### src/rtl/plb_pkg.sv
package plb_pkg;
  localparam int LINK_AW = 15;
  localparam int LINK_DW = 16;
  localparam int OFF_W   = 17;

  typedef struct packed {
    logic [LINK_AW-1:0] addr;
    logic [LINK_DW-1:0] data;
  } wr_entry_t;

  // window size in bytes for a mode code
  function automatic logic [OFF_W:0] plb_window_bytes(input logic [1:0] mode);
    case (mode)
      2'd0:    return (OFF_W+1)'(4096);
      2'd1:    return (OFF_W+1)'(16384);
      default: return (OFF_W+1)'(131072);
    endcase
  endfunction

  function automatic logic plb_in_window(input logic [OFF_W-1:0] off, input logic [1:0] mode);
    return {1'b0, off} < plb_window_bytes(mode);
  endfunction

  function automatic logic [LINK_AW-1:0] plb_link_addr(input logic [OFF_W-1:0] off, input logic newmap);
    return newmap ? off[OFF_W-1:2] : off[LINK_AW-1:0];
  endfunction
endpackage

### src/rtl/plb_wfifo.sv
module plb_wfifo #(
  parameter int DEPTH = 16,
  parameter int W     = 31
) (
  input  logic         clk,
  input  logic         rst_n,
  input  logic         push,
  input  logic [W-1:0] din,
  input  logic         pop,
  output logic [W-1:0] dout,
  output logic         full,
  output logic         empty
);
  localparam int PW = (DEPTH > 1) ? $clog2(DEPTH) : 1;
  localparam int CW = $clog2(DEPTH + 1);

  logic [W-1:0]  mem [DEPTH];
  logic [PW-1:0] wp, rp;
  logic [CW-1:0] cnt;
  logic          do_push, do_pop;

  assign full    = (cnt == CW'(DEPTH));
  assign empty   = (cnt == '0);
  assign do_push = push && !full;
  assign do_pop  = pop && !empty;
  assign dout    = mem[rp];

  function automatic logic [PW-1:0] nxt(input logic [PW-1:0] p);
    return (p == PW'(DEPTH-1)) ? '0 : p + 1'b1;
  endfunction

  always_ff @(posedge clk) begin
    if (do_push) mem[wp] <= din;
  end

  always_ff @(posedge clk or negedge rst_n) begin
    if (!rst_n) begin
      wp  <= '0;
      rp  <= '0;
      cnt <= '0;
    end else begin
      if (do_push) wp <= nxt(wp);
      if (do_pop)  rp <= nxt(rp);
      case ({do_push, do_pop})
        2'b10:   cnt <= cnt + 1'b1;
        2'b01:   cnt <= cnt - 1'b1;
        default: cnt <= cnt;
      endcase
    end
  end
endmodule

### src/rtl/plb_seq.sv
module plb_seq (
  input  logic clk,
  input  logic rst_n,
  input  logic rd_pend,
  input  logic fifo_empty,
  input  logic link_active,
  output logic rd_start,
  output logic wr_start,
  output logic cur_rd
);
  assign rd_start = !link_active && rd_pend && fifo_empty;
  assign wr_start = !link_active && !fifo_empty;

  always_ff @(posedge clk or negedge rst_n) begin
    if (!rst_n)        cur_rd <= 1'b0;
    else if (rd_start) cur_rd <= 1'b1;
    else if (wr_start) cur_rd <= 1'b0;
  end
endmodule

### src/rtl/plb_shifter.sv
module plb_shifter #(
  parameter int AW   = 15,
  parameter int DW   = 16,
  parameter int DIVW = 8
) (
  input  logic            clk,
  input  logic            rst_n,
  input  logic            start,
  input  logic            start_rd,
  input  logic [AW-1:0]   start_addr,
  input  logic [DW-1:0]   start_data,
  input  logic [DIVW-1:0] div,
  output logic            active,
  output logic            done,
  output logic [DW-1:0]   rx_data,
  output logic            sclk,
  output logic            cs_n,
  output logic            sdo,
  input  logic            sdi
);
  localparam int FW   = 1 + AW + DW;
  localparam int IW   = $clog2(FW);
  localparam int HDRW = 1 + AW;

  logic [FW-1:0]   sh;
  logic [IW-1:0]   idx;
  logic [DIVW-1:0] dcnt;
  logic            tick;

  assign tick = active && (dcnt == div);
  assign done = tick && sclk && (idx == IW'(FW-1));
  assign cs_n = !active;
  assign sdo  = active && sh[FW-1];

  always_ff @(posedge clk or negedge rst_n) begin
    if (!rst_n) begin
      active  <= 1'b0;
      sclk    <= 1'b0;
      sh      <= '0;
      idx     <= '0;
      dcnt    <= '0;
      rx_data <= '0;
    end else if (!active) begin
      if (start) begin
        active <= 1'b1;
        sh     <= {start_rd, start_addr, start_data};
        idx    <= '0;
        dcnt   <= '0;
        sclk   <= 1'b0;
      end
    end else if (tick) begin
      dcnt <= '0;
      if (!sclk) begin
        sclk <= 1'b1;
        if (idx >= IW'(HDRW)) rx_data <= {rx_data[DW-2:0], sdi};
      end else begin
        sclk <= 1'b0;
        if (idx == IW'(FW-1)) begin
          active <= 1'b0;
        end else begin
          idx <= idx + 1'b1;
          sh  <= {sh[FW-2:0], 1'b0};
        end
      end
    end else begin
      dcnt <= dcnt + 1'b1;
    end
  end
endmodule

### src/rtl/pmic_link_bridge.sv
module pmic_link_bridge #(
  parameter int BAW        = 19,
  parameter int DIVW       = 8,
  parameter int FIFO_DEPTH = 16
) (
  input  logic           clk,
  input  logic           rst_n,
  input  logic           bus_valid,
  input  logic           bus_write,
  input  logic [BAW-1:0] bus_addr,
  input  logic [31:0]    bus_wdata,
  output logic [31:0]    bus_rdata,
  output logic           link_sclk,
  output logic           link_cs_n,
  output logic           link_sdo,
  input  logic           link_sdi
);
  import plb_pkg::*;

  localparam int EW = LINK_AW + LINK_DW;
  localparam logic [2:0] IX_CFG = 3'd0, IX_RCMD = 3'd1, IX_RDAT = 3'd2,
                         IX_STS = 3'd3, IX_ERR = 3'd4;

  // configuration
  logic [DIVW-1:0] cfg_div;
  logic [1:0]      cfg_win;
  logic            cfg_new;

  // read state
  logic               rd_pend, rd_busy, err_flag;
  logic [LINK_AW-1:0] rd_addr, rd_echo;
  logic [LINK_DW-1:0] rd_val;

  // named events
  logic             win_sel, win_ok, win_reject, fifo_push, fifo_full, fifo_empty;
  logic             reg_wr, rcmd_wr, rcmd_ok, rd_accept, err_clr;
  logic             rd_start, wr_start, cur_rd;
  logic             link_active, link_done, link_done_rd;
  logic [2:0]       reg_ix;
  logic [OFF_W-1:0] win_off, rcmd_off;
  wr_entry_t        push_ent, head_ent;
  logic [LINK_DW-1:0] rx_data;

  assign reg_ix     = bus_addr[4:2];
  assign win_off    = bus_addr[OFF_W-1:0];
  assign rcmd_off   = bus_wdata[OFF_W-1:0];
  assign win_sel    = bus_valid && bus_write && bus_addr[BAW-1];
  assign win_ok     = plb_in_window(win_off, cfg_win);
  assign win_reject = win_sel && !win_ok;
  assign fifo_push  = win_sel && win_ok && !fifo_full;
  assign reg_wr     = bus_valid && bus_write && !bus_addr[BAW-1];
  assign rcmd_wr    = reg_wr && (reg_ix == IX_RCMD);
  assign rcmd_ok    = plb_in_window(rcmd_off, cfg_win);
  assign rd_accept  = rcmd_wr && rcmd_ok && !rd_busy;
  assign err_clr    = reg_wr && (reg_ix == IX_ERR) && bus_wdata[0];
  assign link_done_rd = link_done && cur_rd;

  assign push_ent.addr = plb_link_addr(win_off, cfg_new);
  assign push_ent.data = bus_wdata[LINK_DW-1:0];

  plb_wfifo #(.DEPTH(FIFO_DEPTH), .W(EW)) u_fifo (
    .clk   (clk),
    .rst_n (rst_n),
    .push  (fifo_push),
    .din   (push_ent),
    .pop   (wr_start),
    .dout  (head_ent),
    .full  (fifo_full),
    .empty (fifo_empty)
  );

  plb_seq u_seq (
    .clk         (clk),
    .rst_n       (rst_n),
    .rd_pend     (rd_pend),
    .fifo_empty  (fifo_empty),
    .link_active (link_active),
    .rd_start    (rd_start),
    .wr_start    (wr_start),
    .cur_rd      (cur_rd)
  );

  plb_shifter #(.AW(LINK_AW), .DW(LINK_DW), .DIVW(DIVW)) u_shift (
    .clk        (clk),
    .rst_n      (rst_n),
    .start      (rd_start || wr_start),
    .start_rd   (rd_start),
    .start_addr (rd_start ? rd_addr : head_ent.addr),
    .start_data (rd_start ? '0 : head_ent.data),
    .div        (cfg_div),
    .active     (link_active),
    .done       (link_done),
    .rx_data    (rx_data),
    .sclk       (link_sclk),
    .cs_n       (link_cs_n),
    .sdo        (link_sdo),
    .sdi        (link_sdi)
  );

  always_ff @(posedge clk or negedge rst_n) begin
    if (!rst_n) begin
      cfg_div  <= '0;
      cfg_win  <= '0;
      cfg_new  <= 1'b0;
      rd_pend  <= 1'b0;
      rd_busy  <= 1'b0;
      rd_addr  <= '0;
      rd_echo  <= '0;
      rd_val   <= '0;
      err_flag <= 1'b0;
    end else begin
      if (reg_wr && reg_ix == IX_CFG) begin
        cfg_div <= bus_wdata[DIVW-1:0];
        cfg_win <= bus_wdata[9:8];
        cfg_new <= bus_wdata[10];
      end
      if (rd_accept) begin
        rd_pend <= 1'b1;
        rd_busy <= 1'b1;
        rd_addr <= plb_link_addr(rcmd_off, cfg_new);
      end else if (rd_start) begin
        rd_pend <= 1'b0;
      end
      if (link_done_rd) begin
        rd_busy <= 1'b0;
        rd_val  <= rx_data;
        rd_echo <= rd_addr;
      end
      if (win_reject || (rcmd_wr && !rcmd_ok)) err_flag <= 1'b1;
      else if (err_clr)                        err_flag <= 1'b0;
    end
  end

  always_comb begin
    bus_rdata = '0;
    if (!bus_addr[BAW-1]) begin
      case (reg_ix)
        IX_CFG:  bus_rdata = {21'b0, cfg_new, cfg_win, 8'(cfg_div)};
        IX_RDAT: bus_rdata = {rd_busy, rd_echo, rd_val};
        IX_STS:  bus_rdata = {20'b0, fifo_full, fifo_empty, 10'b0};
        IX_ERR:  bus_rdata = {31'b0, err_flag};
        default: bus_rdata = '0;
      endcase
    end
  end
endmodule

### config.mk
export PLATFORM = sky130hd
export DESIGN_NAME = pmic_link_bridge
export DESIGN_NICKNAME = d
export VERILOG_FILES = /design/src/rtl/plb_pkg.sv /design/src/rtl/plb_wfifo.sv /design/src/rtl/plb_seq.sv /design/src/rtl/plb_shifter.sv /design/src/rtl/pmic_link_bridge.sv
export SDC_FILE = /design/constraint.sdc
export NUM_CORES = 1
export LEC_CHECK = 0
export CORE_MARGIN = 3
export CORE_UTILIZATION = 40
export CTS_CLUSTER_SIZE = 12
export DETAILED_ROUTE_END_ITERATION = 8
export DONT_BUFFER_PORTS = 1
export GPL_ROUTABILITY_DRIVEN = 1
export GPL_TIMING_DRIVEN = 0
export PLACE_DENSITY = 0.58
export SLEW_MARGIN = 20
export SYNTH_ARGS = -nofsm -noshare
export SYNTH_HDL_FRONTEND = slang
export SYNTH_HIERARCHICAL = 1
export SYNTH_SLANG_ARGS = --single-unit
### constraint.sdc
create_clock -name clk -period 6.05 [get_ports clk]
set_input_delay 0.3025 -clock clk [delete_from_list [all_inputs] [get_ports clk]]
set_output_delay 0.3025 -clock clk [all_outputs]
set_load 0.01 [all_outputs]
Word level (Yosys, flattened, before mapping)

Memories as Yosys holds them, arrays and structs flattened.
Index checks and enable logic that the tools add are counted.

Logic and storage cells: 131
Register bits: 137
Memories kept: 1
RAM bits: 496
Input bits: 56

Bitwise operators: 1
Muxes and demuxes: 42
Equal/unequal tests: 15
$add $sub $neg: 6
Reductions and logical operators: 44
Order comparisons: 3

Memory list:

| name       | depth | width | read ports | clocked after Yosys merged registers in | wr ports | RTL line        | RTL |
|---|---|---|---|---|---|---|---|
| u_fifo.mem | 16    | 31    | 1          | 0                                       | 1        | plb_wfifo.sv:17 | `logic [W-1:0] mem [DEPTH];` |

Operators by type and width:

| cell                                                | count |
|---|---|
| two-way mux 32 bit                                  | 6 |
| case mux 32 bit (4 select lines)                    | 1 |
| two-way mux 15 bit                                  | 3 |
| less-than comparator 17 x 18 -> 1 bit               | 2 |
| case mux 18 bit (2 select lines)                    | 1 |
| two-way mux 5 bit                                   | 5 |
| two-way mux 8 bit                                   | 3 |
| logical AND 1 bit                                   | 23 |
| two-way mux 1 bit                                   | 19 |
| two-way mux 16 bit                                  | 1 |
| nonzero test 2 bit                                  | 6 |
| adder 5 x 1 -> 5 bit, second input constant         | 2 |
| equality test 5 bit, second input constant          | 2 |
| case mux 5 bit (2 select lines)                     | 1 |
| adder 4 x 1 -> 4 bit, second input constant         | 2 |
| adder 8 x 1 -> 8 bit, second input constant         | 1 |
| equality test 4 bit, second input constant          | 2 |
| equality test 8 bit                                 | 1 |
| two-way mux 4 bit                                   | 2 |
| AND reduction 4 bit                                 | 2 |
| logical NOT 1 bit                                   | 7 |
| equality test 3 x 2 -> 1 bit, second input constant | 2 |
| != test 2 bit, second input constant                | 3 |
| >= comparator 5 bit, second input constant          | 1 |
| other kinds (11)                                    | 13 |

Longest topological paths before layout

Gate-level depths: netlist of run 1.

Depth in word-level cells: 8
Depth in mapped cells: 14
Gate-level depth less buffers: 13

Cells and area by module

The synthesis of run 1 kept the hierarchy.

Modules (own cells, without submodules):

| module           | instances | cells an instance | area an instance (sq um) | sequential area each (sq um) |
|---|---|---|---|---|
| plb_wfifo        | 1         | 864               | 19441.1                  | 15219.6 |
| pmic_link_bridge | 1         | 281               | 3420.8                   | 1501.4 |
| plb_shifter      | 1         | 310               | 3408.3                   | 1576.5 |
| plb_seq          | 1         | 7                 | 62.6                     | 25.0 |

Worst setup path after synthesis of run 1

OpenSTA, ideal clock, no wires.

Path type: reg-to-reg
Start: register cfg_win[1]
End: memory u_fifo.mem[0][0] (enable)
Stages on the path, launching flop included: 10
Setup slack: 1.760 ns
Data required time: 5.592 ns
Clock period less this slack: 4.290 ns
Buffers on the path: 1
Data arrival time: 3.833 ns
Setup time: 0.458 ns
Cells stage by stage: dfrtp_1 > nand2b_1 > ha_1 > nor3_1 > a21oi_1 > nor3_1 > a21boi_0 > buf_2 > nand2_1 > nor3_1

Cells in the longest elaborated chain, start to end: 8

Ends and longest elaborated chain:

| item                                                                     | RTL line                | RTL |
|---|---|---|
| from (decl)                                                              | pmic_link_bridge.sv:26  | `logic [1:0] cfg_win;` |
| from (signal assigned)                                                   | pmic_link_bridge.sv:114 | `cfg_win <= bus_wdata[9:8];` |
| equality test 2 x 1 -> 1 bit / logical NOT 2 bit (equally long branches) | plb_pkg.sv:13           | `case (mode)` |
| case mux 18 bit (2 select lines) (*)                                     | plb_pkg.sv:13           |  |
| less-than comparator 17 x 18 -> 1 bit (*)                                | plb_pkg.sv:21           | `return {1'b0, off} < plb_window_bytes(mode);` |
| logical AND 1 bit (*) (2 in series)                                      | pmic_link_bridge.sv:50  | `assign fifo_push = win_sel && win_ok && !fifo_full;` |
| named net fifo_push                                                      | pmic_link_bridge.sv:35  | `logic win_sel, win_ok, win_reject, fifo_push, fifo_full, fifo_empty;` |
| logical AND 1 bit (*)                                                    | plb_wfifo.sv:24         | `assign do_push = push && !full;` |
| two-way mux 1 bit (*)                                                    | plb_wfifo.sv:33         | `if (do_push) mem[wp] <= din;` |
| two-way mux 1 bit (implied by the code) (*)                              | plb_wfifo.sv:33         |  |
| to (decl)                                                                | plb_wfifo.sv:17         |  |

The timed path passes the listed nets; every way through them passes the cells marked *.

Worst setup path after layout of run 1

Start: register cfg_win[1]
End: memory u_fifo.mem[0][4] (enable)

Same word-level chain as after synthesis.

==> summary.txt, run 1 <==
GRT
  • GRT Total Usage: 18.9%
  • Initial antenna violation count: 4
  • Total grt overflow: 0
  • Vias in the first global route: 14.1k
  • GR met2 Demand/Resource: 29.6%
  • First-pass GRT wire length: 96,100 um
  • Met1 Use GR: 26.5%
  • Largest net degree at the start of global routing: 138
  • GRT met3 Usage: 4.05%
  • Grt peak-use layer: met2

Yosys
  • Synthesized flop and latch total: 633
  • Mapped cell area: 0.0263 mm2
  • Post-synthesis async set-or-reset flop share: 21.6%
  • Register area share after synthesis: 69.6%
  • Post-synth EDFFs: 496
  • Synth Warn #: 6
  • Mapped Cells: 1,462
  • Synth cell types: 60
  • Avg Synthesized Cell Area: 18.0 um2
  • Prevailing post-synth register cell: edfxtp_1
  • Syn nets: 1,533

Die
  • Area of the core: 0.0648 mm2
  • Die area: 0.0689 mm2
  • # IOs: 91
  • Chip height: 263 um
  • FP Rows: 93
  • Initial Util: 40.6%
  • Die width: 263 um

Timing
  • Max Clk Rate: 236 MHz
  • Clock skew: 0.0229 ns
  • Setup TNS: 0 ns
  • Endpoints failing hold: 0
  • RSZ-0062 raised after global routing: no
  • Max Slew Vio Count: 0
  • Tmin final: 4.23 ns
  • Worst slew pin tran: 1.14 ns
  • Slew HR: 23.8%
  • Tcrit/Tclk final: 70.0%
  • Final setup vio count: 0

Status
  • Status: complete, no violations

Cells and area
  • FF+latch area: 0.0183 mm2
  • Final Non-Filler Cells: 2,493
  • Fill cells: 5,453
  • Final core occ: 46.8%
  • Finished layout cell area: 0.0303 mm2
  • Nets: 1,657
  • Layout cells sized above 1: 27.4%
  • Multi-input gate area: 0.00743 mm2
  • Area growth syn-to-layout: 15.1%

Critical path
  • Critical path peak fanout: 10
  • Crit path required time: 6.36 ns
  • Kind of start point of the critical path: flip-flop
  • WS Path Type: flip-flop to flip-flop
  • Worst Path Arrival: 4.54 ns
  • Setup crit end kind: flip-flop

CTS
  • Clock Latency Late Sink: 0.61 ns
  • Clock root cell: clkbuf_16
  • Clk slew on worst S/H paths: 0.06 ns
  • Clock Path Buffers: 3
  • Number of H-tree levels: 3
  • Clock Sinks: 633
  • Post-CTS Resized: 0
  • CTS tree: yes
  • TritonCTS buffer count: 69

Drt
  • Avg WL per Cell: 26.1 um
  • DRC Markers: 0
  • Via density per instance: 5.54
  • Via count: 13.8k
  • Pre-antenna DRT Iters: 4
  • Drt total wl: 65,100 um
  • Routed Antenna Nets: 0
  • Initial DRC count: 1,353

Placed design
  • Placed Area: 0.0279 mm2
  • Gpl congestion: 0.804
  • Cells after DPL: 2,346
  • Final HPWL DP: 43,700 um
  • I/O Buffers: 0

Min path
  • HP Class: primary input to flip-flop

Power
  • Static leakage: 10.3 nW
  • PD cells: 340 mW/mm2
  • Peak VDD IR: 0.227 mV

Job
  • Maxcap violations: 0
cell usage after synthesis (8+ instances only):
master	count	area (um2)
mux2_4	19	285
buf_4	11	82.6
o21ai_0	18	90.1
a21oi_1	8	40.0
nand3_1	10	50.1
inv_1	41	154
mux2_2	100	1130
o22ai_1	63	394
a221oi_1	10	87.6
and2_1	22	138
mux4_2	110	2480
nor3_1	14	70.1
mux2i_1	43	430
mux4_1	14	368
nor2b_1	18	113
nor2_1	100	375
edfxtp_1	496	14900
dfrtp_1	137	3430
nand2b_1	10	62.6
clkbuf_1	26	97.6
a221oi_2	20	300
buf_1	10	37.5
xnor2_1	16	140
buf_2	25	125
ha_1	14	175
nand2_1	35	131
layer usage:
metal  wire length (um)  share of wire, %
met1              28600                44
met2              30600                47
met3               3910               6.0
met4               2030               3.1
met5                  0                 0
cells by family after synthesis:
family          synth area share (%)
compound gates                  4.22
fa+ha+maj                      0.741
mux                             17.8
buf+inv                         2.61
xor+xnor                       0.632
flops                           69.6
simple gates                    4.41
repair_timing:
| action | in CTS | in global routing |
|---|---|---|
| buffers inserted | 0 | 0 |
| hold buffers | 24 | 0 |
| hold endpoints to repair | 421 | 0 |
path summary, 6_finish.rpt:
path / from / to / slack [ns] / depth (start not counted)
setup / recovery: cfg_win[1]$_DFFE_PN0P_ / u_fifo/mem[0][4]$_DFFE_PP_ / 1.82 / 12
hold / removal: bus_valid / cfg_win[0]$_DFFE_PN0P_ / 0.13 / 3
setup reg to reg: cfg_win[1]$_DFFE_PN0P_ / u_fifo/mem[0][4]$_DFFE_PP_ / 1.82 / 12
hold reg to reg: rd_echo[5]$_DFFE_PN0P_ / rd_echo[5]$_DFFE_PN0P_ / 0.50 / 1
max in group asynchronous: rst_n / u_shift/sh[27]$_DFFE_PN0P_ / 5.17 / 2
min in group asynchronous: rst_n / u_shift/dcnt[6]$_DFFE_PN0P_ / 0.35 / 2
report_power, final:
| part | internal (mW) | total, mW | leakage, nW | switching, mW |
|---|---|---|---|---|
| combinational | 0.576 | 1.35 | 2.98 | 0.771 |
| clock | 2.31 | 3.97 | 1.04 | 1.66 |
| sequential | 4.88 | 5.00 | 6.30 | 0.122 |
area by class of cell:
class / count / share of cell area [%]
antenna: 2 / 0.0165
buffer: 84 / 1.75
clock buffer: 99 / 6.51
clock inverter: 22 / 0.499
inverter: 42 / 0.520
multi-input combinational: 703 / 24.5
sequential: 633 / 60.4
tap: 855 / 3.53
timing repair buffer: 53 / 2.24
state kept, by name, summed over array words and instances (netlist names), 8 cells and up:
register and count:
u_fifo/mem 496, cfg_div 8, u_shift/rx_data 16, u_shift/sh 32, rd_echo 15, u_shift/dcnt 8, rd_val 16, rd_addr 15
through the flow:
stage	hold WS [ns]	power (mW)	setup slack [ns]
finish	0.128	10.3	1.82
CTS	0.0860	10.4	1.82
detailed placement	0.0125	6.38	1.84
global placement	0.0127	6.32	-1.82
floorplan	0.00691	5.97	1.76
global route	0.121	10.7	1.66
layout by cell type, fill, tap and decap left out, types with 6 or more instances in the layout:
master	instances
nor2_1	88
and2_1	22
ha_1	14
xnor2_1	16
a221oi_2	20
nor2b_1	18
buf_16	8
buf_2	25
nand3_1	10
clkbuf_1	46
mux4_2	110
a221oi_1	10
edfxtp_1	496
buf_4	28
dlygate4sd3_1	23
nand2_1	35
mux4_1	14
buf_12	10
dfrtp_1	137
o22ai_1	63
a21oi_1	8
clkinv_2	9
o21ai_0	17
nor2_4	12
clkbuf_16	72
buf_1	10
clkinv_1	7
clkbuf_8	7
mux2_4	19
mux2i_1	43
nor3_1	10
nand2b_1	10
mux2_2	100
nor4_1	6
inv_1	41
worst max-delay path: stages (launching register included):
cell and delay (ns):
dfrtp_1 0.52, nand2b_1 0.31, ha_1 0.24, nor3_1 0.19, a21oi_1 0.22, nor3_1 0.25, a21boi_0 0.37, buf_2 0.28
nand2_1 0.25, nor3_2 0.53, buf_4 0.30, buf_4 0.23, buf_4 0.22
(Power assumes the default switching activity.)
==> inputs of run 2 (changes only) <==
==> constraint.sdc (replaced) <==
create_clock -name clk -period 4.32 [get_ports clk]
set_input_delay 0.216 -clock clk [delete_from_list [all_inputs] [get_ports clk]]
set_output_delay 0.216 -clock clk [all_outputs]
set_load 0.01 [all_outputs]
==> run 2 against run 1 <==
Sequential power rose by 40%. Final area about the same. Clock skew is essentially flat. Combinational power is 40% higher. Utilization about the same. Via count rose by 0.35%.
==> summary.txt, run 2 (same netlist as run 1, synthesis figures left out) <==
Critical path
  • Worst Path Arrival: 4.37 ns (-0.17 ns)
  • Setup crit end kind: flip-flop
  • FF-to-FF Start: cfg_win[1]$_DFFE_PN0P_
  • Setup slack, reg-to-reg: 0.26 ns (-1.56 ns)
  • WS Path Type: flip-flop to flip-flop
  • Crit path required time: 4.63 ns (-1.73 ns)
  • Critical path peak fanout: 10 (unchanged)
  • R2r endpoint: u_fifo/mem[2][0]$_DFFE_PP_
  • R2R depth: 11 (-1)
  • Kind of start point of the critical path: flip-flop

Cells and area
  • Final core occ: 46.8% (about the same)
  • Max FFs per register: 496 (unchanged)
  • Nets: 1,658 (+0.060%)
  • Most frequent cells in the layout: 496 x edfxtp_1, 137 x dfrtp_1, 110 x mux4_2, 100 x mux2_2, 88 x nor2_1
  • Commonest non-fill, non-tap cell in the layout: edfxtp_1
  • Area growth syn-to-layout: 15.2% (about the same)
  • Final Non-Filler Cells: 2,494 (+0.040%)
  • Layout cells sized above 1: 27.4% (about the same)
  • Fill cells: 5,452 (-0.018%)
  • Finished layout cell area: 0.0303 mm2 (about the same)
  • Top reg by flops: u_fifo/mem
  • Multi-input gate area: 0.00744 mm2 (about the same)
  • FF+latch area: 0.0183 mm2 (unchanged)
  • Largest registers: u_fifo/mem (496), u_shift/sh (32)

CTS
  • CTS tree: yes
  • TritonCTS buffer count: 69 (unchanged)
  • Number of H-tree levels: 3 (unchanged)
  • Clock Sinks: 633 (unchanged)
  • Clock Path Buffers: 3 (unchanged)
  • Post-CTS Setup Repair Bufs: 0 (unchanged)
  • Clock root cell: clkbuf_16
  • Clk slew on worst S/H paths: 0.06 ns (about the same)
  • Clock Latency Late Sink: 0.61 ns (about the same)

GRT
  • Vias in the first global route: 14.1k (unchanged)
  • Initial antenna violation count: 4 (unchanged)
  • Total grt overflow: 0 (unchanged)
  • GRT Total Usage: 18.9% (unchanged)
  • Largest net degree at the start of global routing: 138 (unchanged)
  • First-pass GRT wire length: 96,100 um (about the same)

Power
  • Total power: 14.4 mW (+40%)
  • Peak VDD IR: 0.317 mV (+40%)
  • Static leakage: 10.3 nW (about the same)
  • PD cells: 476 mW/mm2 (+40%)

Placed design
  • Post-placement worst setup slack: 0.113 ns (-1.73 ns)
  • Cells after DPL: 2,346 (unchanged)
  • Placed Area: 0.0279 mm2 (unchanged)
  • I/O Buffers: 0 (unchanged)
  • Gpl congestion: 0.804 (unchanged)
  • Final HPWL DP: 43,700 um (unchanged)

Drt
  • Drt total wl: 65,100 um (about the same)
  • Routed Antenna Nets: 0 (unchanged)
  • Avg WL per Cell: 26.1 um (about the same)
  • DRC Markers: 0 (unchanged)
  • Via density per instance: 5.56 (+0.31%)
  • Via count: 13.9k (+0.35%)
  • Pre-antenna DRT Iters: 6 (+2)
  • Initial DRC count: 1,344 (-0.67%)

Timing
  • Worst slew pin tran: 1.14 ns (-0.00456 ns)
  • Final setup vio count: 0 (unchanged)
  • Max Clk Rate: 246 MHz (+4.2%)
  • Tcrit/Tclk final: 94.1% (+24 points)
  • Slew HR: 24.1% (+0.30 points)
  • Setup TNS: 0 ns (unchanged)
  • RSZ-0062 raised after global routing: no
  • Tmin final: 4.06 ns (-0.170 ns)
  • Clock skew: 0.0232 ns (+0.000283 ns)
  • Endpoints failing hold: 0 (unchanged)
  • Final setup margin: 0.256 ns (-1.56 ns)
  • Final Hold Slack: 0.0496 ns (-0.0784 ns)
  • Max Slew Vio Count: 0 (unchanged)

Min path
  • Worst hold start: bus_wdata[16]
  • Hold Crit Depth: 3 (unchanged)
  • WHS Endpoint: err_flag$_DFFE_PN0P_
  • HP Class: primary input to flip-flop

Die
  • FP Rows: 93 (unchanged)
  • Die width: 263 um (unchanged)
  • # IOs: 91 (unchanged)
  • Die area: 0.0689 mm2 (unchanged)
  • Initial Util: 40.6% (unchanged)
  • Area of the core: 0.0648 mm2 (unchanged)
  • Chip height: 263 um (unchanged)

Status
  • Status: complete, no violations

Job
  • Maxcap violations: 0 (unchanged)
## run 2: cell types whose count changed in the layout (fill, tap and decap cells not counted), sizes merged
| cell | before | now |
|---|---|---|
| dlygate4sd3 | 23 | 24 |
## run 2: layout make-up
class	instances	share of cell area, %
Inverter	42	0.520
Sequential cell	633	60.4
Antenna cell	2	0.0165
Clock buffer	99	6.50
Timing Repair Buffer	54	2.27
Multi-Input combinational cell	703	24.5
Tap cell	855	3.53
Clock inverter	22	0.499
Buffer	84	1.74
## run 2: per-layer routing
metal	GRT usage, %	share of wire, %	routed length, um
met5	0	0	0
met4	6.28	3.1	2030
met3	4.05	6.2	4020
met2	29.6	47	30600
met1	26.5	44	28400
## run 2: worst max-delay path by stage
stage                      startpoint                          end  slack (ns)
2_1_floorplan  cfg_win[1]$_DFFE_PN0P_   u_fifo/mem[0][0]$_DFFE_PP_        0.03
3_3_place_gp   cfg_win[1]$_DFFE_PN0P_   u_fifo/mem[1][9]$_DFFE_PP_       -3.55
3_5_place_dp   cfg_win[1]$_DFFE_PN0P_  u_fifo/mem[0][27]$_DFFE_PP_        0.11
4_1_cts        cfg_win[1]$_DFFE_PN0P_   u_fifo/mem[0][3]$_DFFE_PP_        0.09
5_1_grt        cfg_win[1]$_DFFE_PN0P_    u_fifo/cnt[4]$_DFFE_PN0P_         0.1
6_report       cfg_win[1]$_DFFE_PN0P_   u_fifo/mem[2][0]$_DFFE_PP_        0.26
## run 2: what timing repair did
| action | CTS | global route |
|---|---|---|
| endpoints found under the setup margin | 0 | 8 |
| hold buffers | 25 | 0 |
| endpoints found under the hold margin | 422 | 0 |
| resized for setup | 0 | 2 |
## run 2: power by group
| group | internal, mW | switching [mW] | total (mW) |
|---|---|---|---|
| combinational | 0.807 | 1.08 | 1.89 |
| clock | 3.24 | 2.32 | 5.56 |
| sequential | 6.83 | 0.171 | 7.00 |
## run 2: critical path: stages (launching register included)
cell,delay [ns]
dfrtp_1,0.52
nand2b_1,0.31
ha_1,0.24
nor3_1,0.19
a21oi_1,0.22
nor3_1,0.24
a21boi_1,0.30
buf_2,0.27
nand2_1,0.25
nor3_2,0.66
buf_4,0.33
buf_4,0.22
